===== src/rtl/vco_band_seek.sv =====
module vco_band_seek #(
  parameter int NUM_BANDS     = 24,
  parameter int BAND_W        = 5,
  parameter int SETTLE_CYCLES = 8
) (
  input  logic              clk,
  input  logic              rst_n,
  input  logic              auto_en,
  input  logic [BAND_W-1:0] start_band,
  input  logic              divlsb_wr,
  input  logic              code_rd_en,
  input  logic              code_latch_wr,
  input  logic [2:0]        tune_code,
  output logic [BAND_W-1:0] band,
  output logic              seek_idle,
  output logic              seek_ok,
  output logic [BAND_W+2:0] readback
);

  localparam int CNT_W  = $clog2(SETTLE_CYCLES + 1);
  localparam int EVAL_W = $clog2(NUM_BANDS + 1);
  localparam logic [BAND_W-1:0] TOP      = BAND_W'(NUM_BANDS - 1);
  localparam logic [CNT_W-1:0]  CNT_LAST = CNT_W'(SETTLE_CYCLES - 1);
  localparam logic [EVAL_W-1:0] EV_LAST  = EVAL_W'(NUM_BANDS - 1);

  logic              busy_q, ok_q;
  logic [BAND_W-1:0] band_q;
  logic [2:0]        code_q;
  logic [CNT_W-1:0]  cnt_q;
  logic [EVAL_W-1:0] evals_q;

  logic [BAND_W-1:0] start_c;
  logic win, up, sample, give_up;

  assign start_c = (start_band > TOP) ? TOP : start_band;
  assign win     = (tune_code == 3'b010) || (tune_code == 3'b101);
  assign up      = ~tune_code[2];
  assign sample  = busy_q && (cnt_q == CNT_LAST);
  assign give_up = (evals_q == EV_LAST) || (up && band_q == TOP) ||
                   (!up && band_q == '0);

  always_ff @(posedge clk) begin
    if (!rst_n) begin
      busy_q  <= 1'b0;
      ok_q    <= 1'b0;
      band_q  <= '0;
      code_q  <= '0;
      cnt_q   <= '0;
      evals_q <= '0;
    end else if (!auto_en) begin
      busy_q <= 1'b0;
      ok_q   <= 1'b0;
      band_q <= start_c;
      if (code_latch_wr && code_rd_en) code_q <= tune_code;
    end else if (divlsb_wr) begin
      busy_q  <= 1'b1;
      ok_q    <= 1'b0;
      band_q  <= start_c;
      cnt_q   <= '0;
      evals_q <= '0;
    end else if (sample) begin
      code_q <= tune_code;
      cnt_q  <= '0;
      if (win) begin
        busy_q <= 1'b0;
        ok_q   <= 1'b1;
      end else if (give_up) begin
        busy_q <= 1'b0;
        ok_q   <= 1'b0;
      end else begin
        band_q  <= up ? band_q + BAND_W'(1) : band_q - BAND_W'(1);
        evals_q <= evals_q + EVAL_W'(1);
      end
    end else if (busy_q) begin
      cnt_q <= cnt_q + CNT_W'(1);
    end
  end

  assign band      = auto_en ? band_q : start_c;
  assign seek_idle = ~busy_q;
  assign seek_ok   = ok_q & auto_en;
  assign readback  = {band, code_q};

  assert_band_range_R12: assert property (@(posedge clk) disable iff (!rst_n)
    band <= TOP);

  assert_trig_starts_R2: assert property (@(posedge clk) disable iff (!rst_n)
    (divlsb_wr && auto_en) |=> !seek_idle);

  assert_settle_hold_R3: assert property (@(posedge clk) disable iff (!rst_n)
    (busy_q && cnt_q != '0) |-> $stable(band_q));

  assert_single_step_R4: assert property (@(posedge clk) disable iff (!rst_n)
    (busy_q && $past(busy_q) && !$past(divlsb_wr)) |->
      (band_q == $past(band_q) || band_q == $past(band_q) + BAND_W'(1) ||
       band_q + BAND_W'(1) == $past(band_q)));

  assert_ok_when_idle_R5: assert property (@(posedge clk) disable iff (!rst_n)
    seek_ok |-> seek_idle);

  assert_manual_idle_R9: assert property (@(posedge clk) disable iff (!rst_n)
    !auto_en |=> seek_idle);

endmodule


===== config.mk =====
export PLATFORM = sky130hd
export DESIGN_NAME = vco_band_seek
export DESIGN_NICKNAME = d
export VERILOG_FILES = /design/src/rtl/vco_band_seek.sv
export SDC_FILE = /design/constraint.sdc
export NUM_CORES = 1
export LEC_CHECK = 0
export CAP_MARGIN = 20
export CORE_ASPECT_RATIO = 1.25
export CORE_MARGIN = 2
export CORE_UTILIZATION = 42
export CTS_BUF_LIST = sky130_fd_sc_hd__clkbuf_4 sky130_fd_sc_hd__clkbuf_8
export DETAILED_ROUTE_END_ITERATION = 10
export GPL_TIMING_DRIVEN = 0
export PLACE_DENSITY = 0.74
export SLEW_MARGIN = 20
export SYNTH_ARGS = -nofsm -noshare
export SYNTH_HDL_FRONTEND = slang
export SYNTH_SLANG_ARGS = --single-unit
export TNS_END_PERCENT = 20

===== constraint.sdc =====
create_clock -name clk -period 3.39 [get_ports clk]
set_clock_uncertainty 0.2 [all_clocks]
set_input_delay 0.339 -clock clk [delete_from_list [all_inputs] [get_ports clk]]
set_output_delay 0.339 -clock clk [all_outputs]
set_load 0.005 [all_outputs]

==> Yosys cells after proc, flatten, opt, wreduce, memory -nomap -nowiden <==
Cells that the tools add are included.
{ "totals": {"reg_bits": 19, "elab_cells": 73} }
{ "classes": {"n_addsub": 4, "eq_ne": 12, "mux": 24, "reduce_logical": 21, "bitwise_logic": 5, "magnitude_cmp": 1} }
{ "op_table": {"columns": ["cell", "n"], "rows": [
  ["$mux W5", 12],
  ["$mux W3", 4],
  ["$mux W4", 3],
  ["$add A5 B1 Y5 const B", 2],
  ["$eq A5 B5 Y1 const B", 2],
  ["$reduce_and A2 Y1", 4],
  ["$ne A2 B2 Y1 const B", 3],
  ["$ne A3 B3 Y1 const B", 2],
  ["$reduce_and A3 Y1", 2],
  ["$reduce_bool A2 Y1", 3],
  ["$reduce_bool A3 Y1", 2],
  ["$gt A5 B5 Y1 const B", 1],
  ["$logic_not A5 Y1", 1],
  ["$mux W1", 5],
  ["$sub A5 B1 Y5 const B", 1],
  ["$add A4 B1 Y4 const B", 1],
  ["$eq A4 B3 Y1 const B", 1],
  ["$logic_and A1 B1 Y1", 4],
  ["$not A1 Y1", 4],
  ["$reduce_and A4 Y1", 1],
  ["$eq A3 B2 Y1 const B", 1],
  ["$eq A3 B3 Y1 const B", 1],
  ["$logic_or A1 B1 Y1", 3],
  ["$ne A3 B1 Y1 const B", 1],
  ["other kinds (3)", 3]
]} }

==> Longest topological paths before layout <==
Gate-level depths: netlist of run 1.
{ "logic_depth": {"word_depth": 9, "depth_mapped": 7, "depth_no_buf": 6} }

==> Worst setup path after synthesis of run 1 <==
Ideal clock, no wire load.
{ "synth_timing": {"path_kind": "register -> register", "startpoint": "register band_q[0]", "endpoint": "register band_q[4]", "setup_ns": 0.124, "t_required_ns": 3.066, "slack_ns": 1.570, "path_stages_with_launch": 7, "synth_period_minus_slack_ns": 1.820, "arrival_ns": 1.497, "cell_sequence": "dfxtp_1 -> fa_1 -> a21o_1 -> a21oi_1 -> xnor2_1 -> and4_1 -> nor3_1"} }
{ "synth_via": {"elab_chain_cells": 7, "elab_cells_between_ends": 16, "classes_between": "add/sub: 2; eq/ne: 2; mux: 6; reduce/logical: 6"} }
{ "synth_rtl": {"columns": ["item", "line_no", "text"], "rows": [
  ["start, declared", "27", "logic [BAND_W-1:0] band_q;"],
  ["start signal, assigned", "53", "band_q <= start_c;"],
  ["start signal, assigned", "58", "band_q <= start_c;"],
  ["start signal, assigned", "71", "band_q <= up ? band_q + BAND_W'(1) : band_q - BAND_W'(1);"],
  ["$add A5 B1 Y5 or $sub A5 B1 Y5 (tied branches)", "71", null],
  ["$mux W5", "71", null],
  ["$mux W5", "67", "end else if (give_up) begin"],
  ["$mux W5", "64", "if (win) begin"],
  ["$mux W5", "61", "end else if (sample) begin"],
  ["$mux W5", "55", "end else if (divlsb_wr) begin"],
  ["$mux W5", "50", "end else if (!auto_en) begin"]
]} }
Several ways; a longest one is shown, not always the timed one. The select of a mux whose other input is x is not followed.
A chain may end at the register's enable or synchronous reset.

==> Final worst setup path of run 1 <==
{ "layout_timing": {"startpoint": "input auto_en", "endpoint": "output readback[4]"} }
{ "layout_via": {"elab_chain_cells": 1} }
{ "layout_rtl": {"columns": ["item", "line_no", "text"], "rows": [
  ["start, declared", "8", "input logic auto_en,"],
  ["$mux W5", "79", "assign band = auto_en ? band_q : start_c;"],
  ["end, declared", "17", "output logic [BAND_W+2:0] readback"]
]} }
No other way between the ends.

==> results of run 1 <==
per-layer routing:
layer,wire (um),vias to the layer above,track usage
met5,0,-,0
met4,14,0,0.02813
met3,86,2,0.03097
met2,1649,24,0.3645
met1,1392,571,0.2019
li1,-,613,-
registers in the layout (all words and copies together), names as in the netlist:
| name | flops |
|---|---|
| cnt_q | 4 |
| busy_q | 1 |
| evals_q | 5 |
| band_q | 5 |
| code_q | 3 |
| ok_q | 1 |
through the flow:
| stage | setup slack [ns] | area (sq um) | cells |
|---|---|---|---|
| 3_3_place_gp | 0.5784 | 1658 | 219 |
| 6_report | 0.5549 | 1688 | 223 |
| 4_1_cts | 0.5335 | 1688 | 223 |
| 5_1_grt | 0.4529 | 1688 | 223 |
| 3_5_place_dp | 0.5399 | 1658 | 219 |
| 2_1_floorplan | 1.570 | 1343 | 156 |
layout make-up:
cell class                      instances  area [sq um]  share of cell area
Buffer                                 12         71.32             0.04225
Tap cell                               36         45.04             0.02669
Inverter                                3         11.26            0.006672
Timing Repair Buffer                   27         270.3              0.1601
Clock buffer                            4         30.03             0.01779
Multi-Input combinational cell        122         879.6              0.5211
Sequential cell                        19         380.4              0.2254
cell usage after synthesis, drive strengths merged, types with 2 or more instances:
master	instances	share of area
inv	3	0.0084
a21o	4	0.022
xor2	2	0.013
clkbuf	6	0.017
a21oi	11	0.041
nor3	4	0.015
buf	6	0.036
dfxtp	19	0.28
nor4b	2	0.029
nand3	5	0.028
nor2b	5	0.023
nor2	13	0.042
nand4	2	0.021
nand2b	3	0.014
nand2	17	0.048
mux2i	9	0.067
mux2	3	0.025
nand3b	2	0.011
a21boi	4	0.022
xnor2	3	0.020
o21ai	11	0.041
ha	5	0.047
worst reg2reg max path, cell delays in order, from the launching register on:
cell     delay [ns]
dfxtp_1        0.41
fa_1           0.46
a21o_1         0.19
a21oi_1        0.17
xnor2_1        0.09
and4_1         0.22
nor3_1         0.16
power by group:
part	leakage, nW	internal [mW]	switching (mW)	total (mW)
Clock	0.0184	0.0539	0.0748	0.129
Combinational	0.445	0.0705	0.0554	0.126
Sequential	0.155	0.230	0.00911	0.239
Total	0.618	0.354	0.139	0.493
cells by family after synthesis:
kind of cell               after synthesis  synth area share
xor gates and xnor gates                 5           0.03262
buffers and inverters                   15           0.06151
and+or+nand+nor                         61            0.2805
muxes                                   12           0.09227
AOI/OAI and AO/OA                       38            0.1883
DFF                                     19            0.2833
adders and majority gates                6           0.06151
worst paths after layout:
path / from / endpoint / cells after the start
worst max-delay path: auto_en / readback[4] / 6
worst min-delay path: divlsb_wr / busy_q$_SDFFE_PN0P_ / 3
worst max register to register: band_q[0]$_SDFFE_PN0P_ / band_q[4]$_SDFFE_PN0P_ / 6
worst min register to register: cnt_q[0]$_SDFFE_PN0P_ / cnt_q[0]$_SDFFE_PN0P_ / 2
==> metrics, run 1 <==
total grt overflow=0; CTS Buf Count=3; count of pins over their slew limit=0; Critical Path Start Type=primary input; Die H=about 67 um; Mapped Nets=176; DPL Wire Length=between 2 and 2.5 mm; CP Class=primary input to primary output; PortBufs=27; leakage power=0.6181 nW; Pwr Total=about 500 uW; antenna viol nets, final=0; clock slew at reported path FFs=0.11 ns; Die Width=~55 um; Max Root-Sink Buffers=2; post-synthesis cell area=1343 sq um; Clk Latency, worst-skew pair=0.30 ns; Total Wirelength=roughly 3.1 mm; Max-Cap Viols=0; routed len/inst=14.09 um; Fill cells=287; CP max-delay cell=clkdlybuf4s50_1; drt initial violations=16; DRT Pass-1 Iters=4; All-Layer GR Usage=0.1853; CTS tree=yes; Top Family by Delay on Critical Path=buffers and inverters; Via density=between 5 and 6; FP Rows=22; P&R area growth vs syn=25.72%; GP Congestion=0.8312; most common cell after layout, fill and taps aside=clkdlybuf4s50_1; htree depth=1; Post-synth ARST share=0; postcts setup bufs=0; I/O pin total=29; status=finished, final reports clean; initial antenna violation count=0; Top FF cell, synth=dfxtp_1; starting density of the core=0.4475; YS warnings=0; commonest cells after routing, fill and taps aside=27 x clkdlybuf4s50_1, 19 x dfxtp_1, 17 x nand2_1; pwr dens=just under 300 nW/um^2; reg-to-reg slack, setup=1.42 ns; Post-Syn Instances=between 150 and 200; mean post-synth cell area=8.606 sq um; # resized after CTS=0; Least-Margin Pin Slew=0.6791 ns; crit-path cells=clkdlybuf4s50_1 > inv_1 > clkbuf_1 > mux2_2 > buf_4 > clkdlybuf4s50_1; Synth cell types=46; most frequent CP cell=clkdlybuf4s50_1; clock root buffer=clkbuf_4; CP Data Required Time=2.85 ns; Layout Utilization=0.5626; Vias=1,210; setup tns final=0 ns; EDFF count, synth=0; # nets final=208; crit path time final=approximately 2.8 ns; largest net degree at the start of global routing=11; Synth Register Bits=19; Hold WC Path Type=primary input to register; vias in the first global route=1,141; Final Cycle Share=0.8363; Max VDD drop=202.5 uV; crit-path max FO=10; # setup viols final=0; global-route wire length before repair=5.002 mm; layout cells sized above 1=0.1016; CP arrival=2.30 ns; detailed-route DRC error count=0; Seq/Total Area, Yosys=0.2833; crit path capture type=primary output; CTS sink count=19; Achievable Freq=0.3527 GHz; Hold WS=0.2816 ns; Core ar.=~3000 sq um; ant diodes=0; Critical path buffers and inverters=5; RSZ-0062 raised after global routing=false; Die Area=3668 sq um; hold_buf cts=0; Final Hold Fails=0; Crit path largest cell delay=0.44 ns; Worst slew margin=0.5456
No activity file was read; power rests on OpenSTA's default activity.
==> run 2, diff against run 1 <==
==> constraint.sdc (replaced) <==
create_clock -name clk -period 2.8 [get_ports clk]
set_clock_uncertainty 0.2 [all_clocks]
set_input_delay 0.28 -clock clk [delete_from_list [all_inputs] [get_ports clk]]
set_output_delay 0.28 -clock clk [all_outputs]
set_load 0.005 [all_outputs]
==> run 2 against run 1 <==
Effect of this change: non-clock buffer count fell by 1; utilization fell by 0.13 points; sequential share of layout area rose by 0.050 points; hold slack got worse by 0.062 ns; routed wire length fell by 0.35%.
==> metrics, run 2 (synthesized netlist as in run 1, its figures left out) <==
Crit path largest cell delay=0.50 ns (was 0.44 ns); FP Rows=22 (unchanged); reg-to-reg slack, setup=0.84 ns (was 1.42 ns); Least-Margin Pin Slew=0.6824 ns (was 0.6791 ns); initial antenna violation count=0 (unchanged); DPL Wire Length=2.351 mm (unchanged); Reg power frac=0.485 (was 0.484); CP Class=primary input to primary output (unchanged); count of pins over their slew limit=0 (unchanged); Die H=67.21 um (unchanged); starting density of the core=0.4475 (unchanged); ant diodes=0 (unchanged); R2R cell count=6 (unchanged); global-route wire length before repair=5.002 mm (unchanged); crit-path max FO=10 (unchanged); Die Width=54.57 um (unchanged); Core ar.=3000 sq um (unchanged); Critical Path Start Type=primary input (unchanged); # setup viols final=0 (unchanged); CTS Buf Count=3 (unchanged); htree depth=1 (unchanged); drt initial violations=19 (was 16); All-Layer GR Usage=0.1853 (unchanged); Post-Place Cells=219 (unchanged); leading registers by flop count=band_q x5, evals_q x5, cnt_q x4 (unchanged); CP arrival=2.15 ns (was 2.30 ns); layout cells sized above 1=0.1022 (was 0.1016); Max VDD drop=244.3 uV (was 202.5 uV); Achievable Freq=0.3805 GHz; crit path capture type=primary output (unchanged); Cells on Worst Hold Path=3 (unchanged); status=finished, final reports clean (unchanged); CTS tree=yes (unchanged); Final Hold Fails=0 (unchanged); commonest cells after routing, fill and taps aside=27 x clkdlybuf4s50_1, 19 x dfxtp_1, 17 x nand2_1 (unchanged); total grt overflow=0 (unchanged); antenna viol nets, final=0 (unchanged); leakage power=0.6169 nW (was 0.6181 nW); Via density=5.446 (was 5.426); P&R area growth vs syn=25.44% (was 25.72%); pwr dens=353.9 nW/um^2 (was 292.4 nW/um^2); Hold WS=0.2200 ns (was 0.2816 ns); Max-Cap Viols=0 (unchanged); DRT Pass-1 Iters=4 (unchanged); RSZ-0062 raised after global routing=false (unchanged); most common cell after layout, fill and taps aside=clkdlybuf4s50_1 (unchanged); worst slack at placement=0.06790 ns (was 0.5399 ns); worst hold path startpoint=divlsb_wr (unchanged); detailed-route DRC error count=0 (unchanged); Hold WC Path Type=primary input to register (unchanged); Worst slew margin=0.5434 (was 0.5456); Psw=167.5 uW (was 139.4 uW); Sw Ratio=0.2811 (was 0.2824); crit-path cells=clkdlybuf4s50_1 > clkbuf_1 > mux2_2 > buf_4 > clkdlybuf4s50_1 (was clkdlybuf4s50_1 > inv_1 > clkbuf_1 > mux2_2 > buf_4 > clkdlybuf4s50_1); combinational share of power=0.255 (about the same); FF-to-FF Start=band_q[0]$_SDFFE_PN0P_ (unchanged); CTS sink count=19 (unchanged); most frequent CP cell=clkdlybuf4s50_1 (unchanged); CP max-delay cell=clkdlybuf4s50_1 (unchanged); I/O pin total=29 (unchanged); reg2reg end=band_q[4]$_SDFFE_PN0P_ (unchanged); crit path time final=~2.6 ns; CP Data Required Time=2.32 ns (was 2.85 ns); Clk Latency, worst-skew pair=0.30 ns (about the same); # resized after CTS=0 (unchanged); internal power=428.4 uW (was 354.1 uW); Final WS setup=0.1716 ns (was 0.5549 ns); hold_buf cts=0 (unchanged); postcts setup bufs=0 (unchanged); Max Root-Sink Buffers=2 (unchanged); Vias=1,209 (was 1,210); PortBufs=27 (unchanged); routed len/inst=14.11 um (was 14.09 um); Layout Utilization=0.5613 (was 0.5626); Clock Power Share=0.260 (was 0.261); clock slew at reported path FFs=0.11 ns (about the same); Die Area=3668 sq um (unchanged); clock root buffer=clkbuf_4 (unchanged); # nets final=207 (was 208); setup tns final=0 ns (unchanged); worst hold path endpoint=busy_q$_SDFFE_PN0P_ (unchanged); Final Cycle Share=0.9387; Fill cells=288 (was 287); Total Wirelength=3.132 mm (was 3.143 mm); vias in the first global route=1,141 (unchanged); fin cells=222 (was 223); GP Congestion=0.8312 (unchanged); largest net degree at the start of global routing=11 (unchanged)
run 2: changes by cell type in the layout (fill, tap and decap cells not counted), sizes merged:
cell / previous run / this run
clkbuf: 10 / 9
run 2: critical path: cells and delay by family:
family                 cells  cell delay, ns
buffers and inverters      4            1.47
muxes                      1            0.40
run 2: how the worst max path moves through the flow:
stage | from | endpoint | slack (ns) | cells after the start
CTS | auto_en | readback[4] | 0.06 | 6
global placement | auto_en | readback[5] | 0.11 | 6
global route | auto_en | readback[7] | 0.07 | 5
finish | auto_en | readback[7] | 0.17 | 5
detailed placement | auto_en | readback[4] | 0.07 | 6
floorplan | band_q[0]$_SDFFE_PN0P_ | band_q[4]$_SDFFE_PN0P_ | 0.98 | 6
run 2: metal layers:
metal  track usage  vias up  share of wire  wire (um)
met5             0        -              0          0
met4       0.02813        0         0.0045         14
met3       0.03097        2          0.034        105
met2        0.3645       26           0.53       1656
met1        0.2019      571           0.43       1355
li1              -      610              -          -
run 2: area by class of cell:
cell class | count | area (sq um) | area share
tap | 36 | 45.04 | 0.02675
sequential | 19 | 380.4 | 0.2259
clock buffer | 4 | 30.03 | 0.01783
buffer | 11 | 67.56 | 0.04012
inverter | 3 | 11.26 | 0.006686
timing repair buffer | 27 | 270.3 | 0.1605
multi-input combinational | 122 | 879.6 | 0.5223
run 2: power by group through the flow:
stage | Clock [mW] | Combinational (mW) | Sequential [mW]
detailed placement | 0 | 0.153 | 0.295
global route | 0.167 | 0.167 | 0.291
global placement | 0 | 0.149 | 0.295
floorplan | 0 | 0.0852 | 0.293
finish | 0.155 | 0.152 | 0.289
CTS | 0.156 | 0.154 | 0.289
run 2: through the flow:
stage | area, sq um | power [mW]
after floorplan | 1343 | 0.3779
after global routing | 1684 | 0.6253
after CTS | 1688 | 0.5992
final | 1684 | 0.5959
after global placement | 1658 | 0.4442
after detailed placement | 1658 | 0.4481
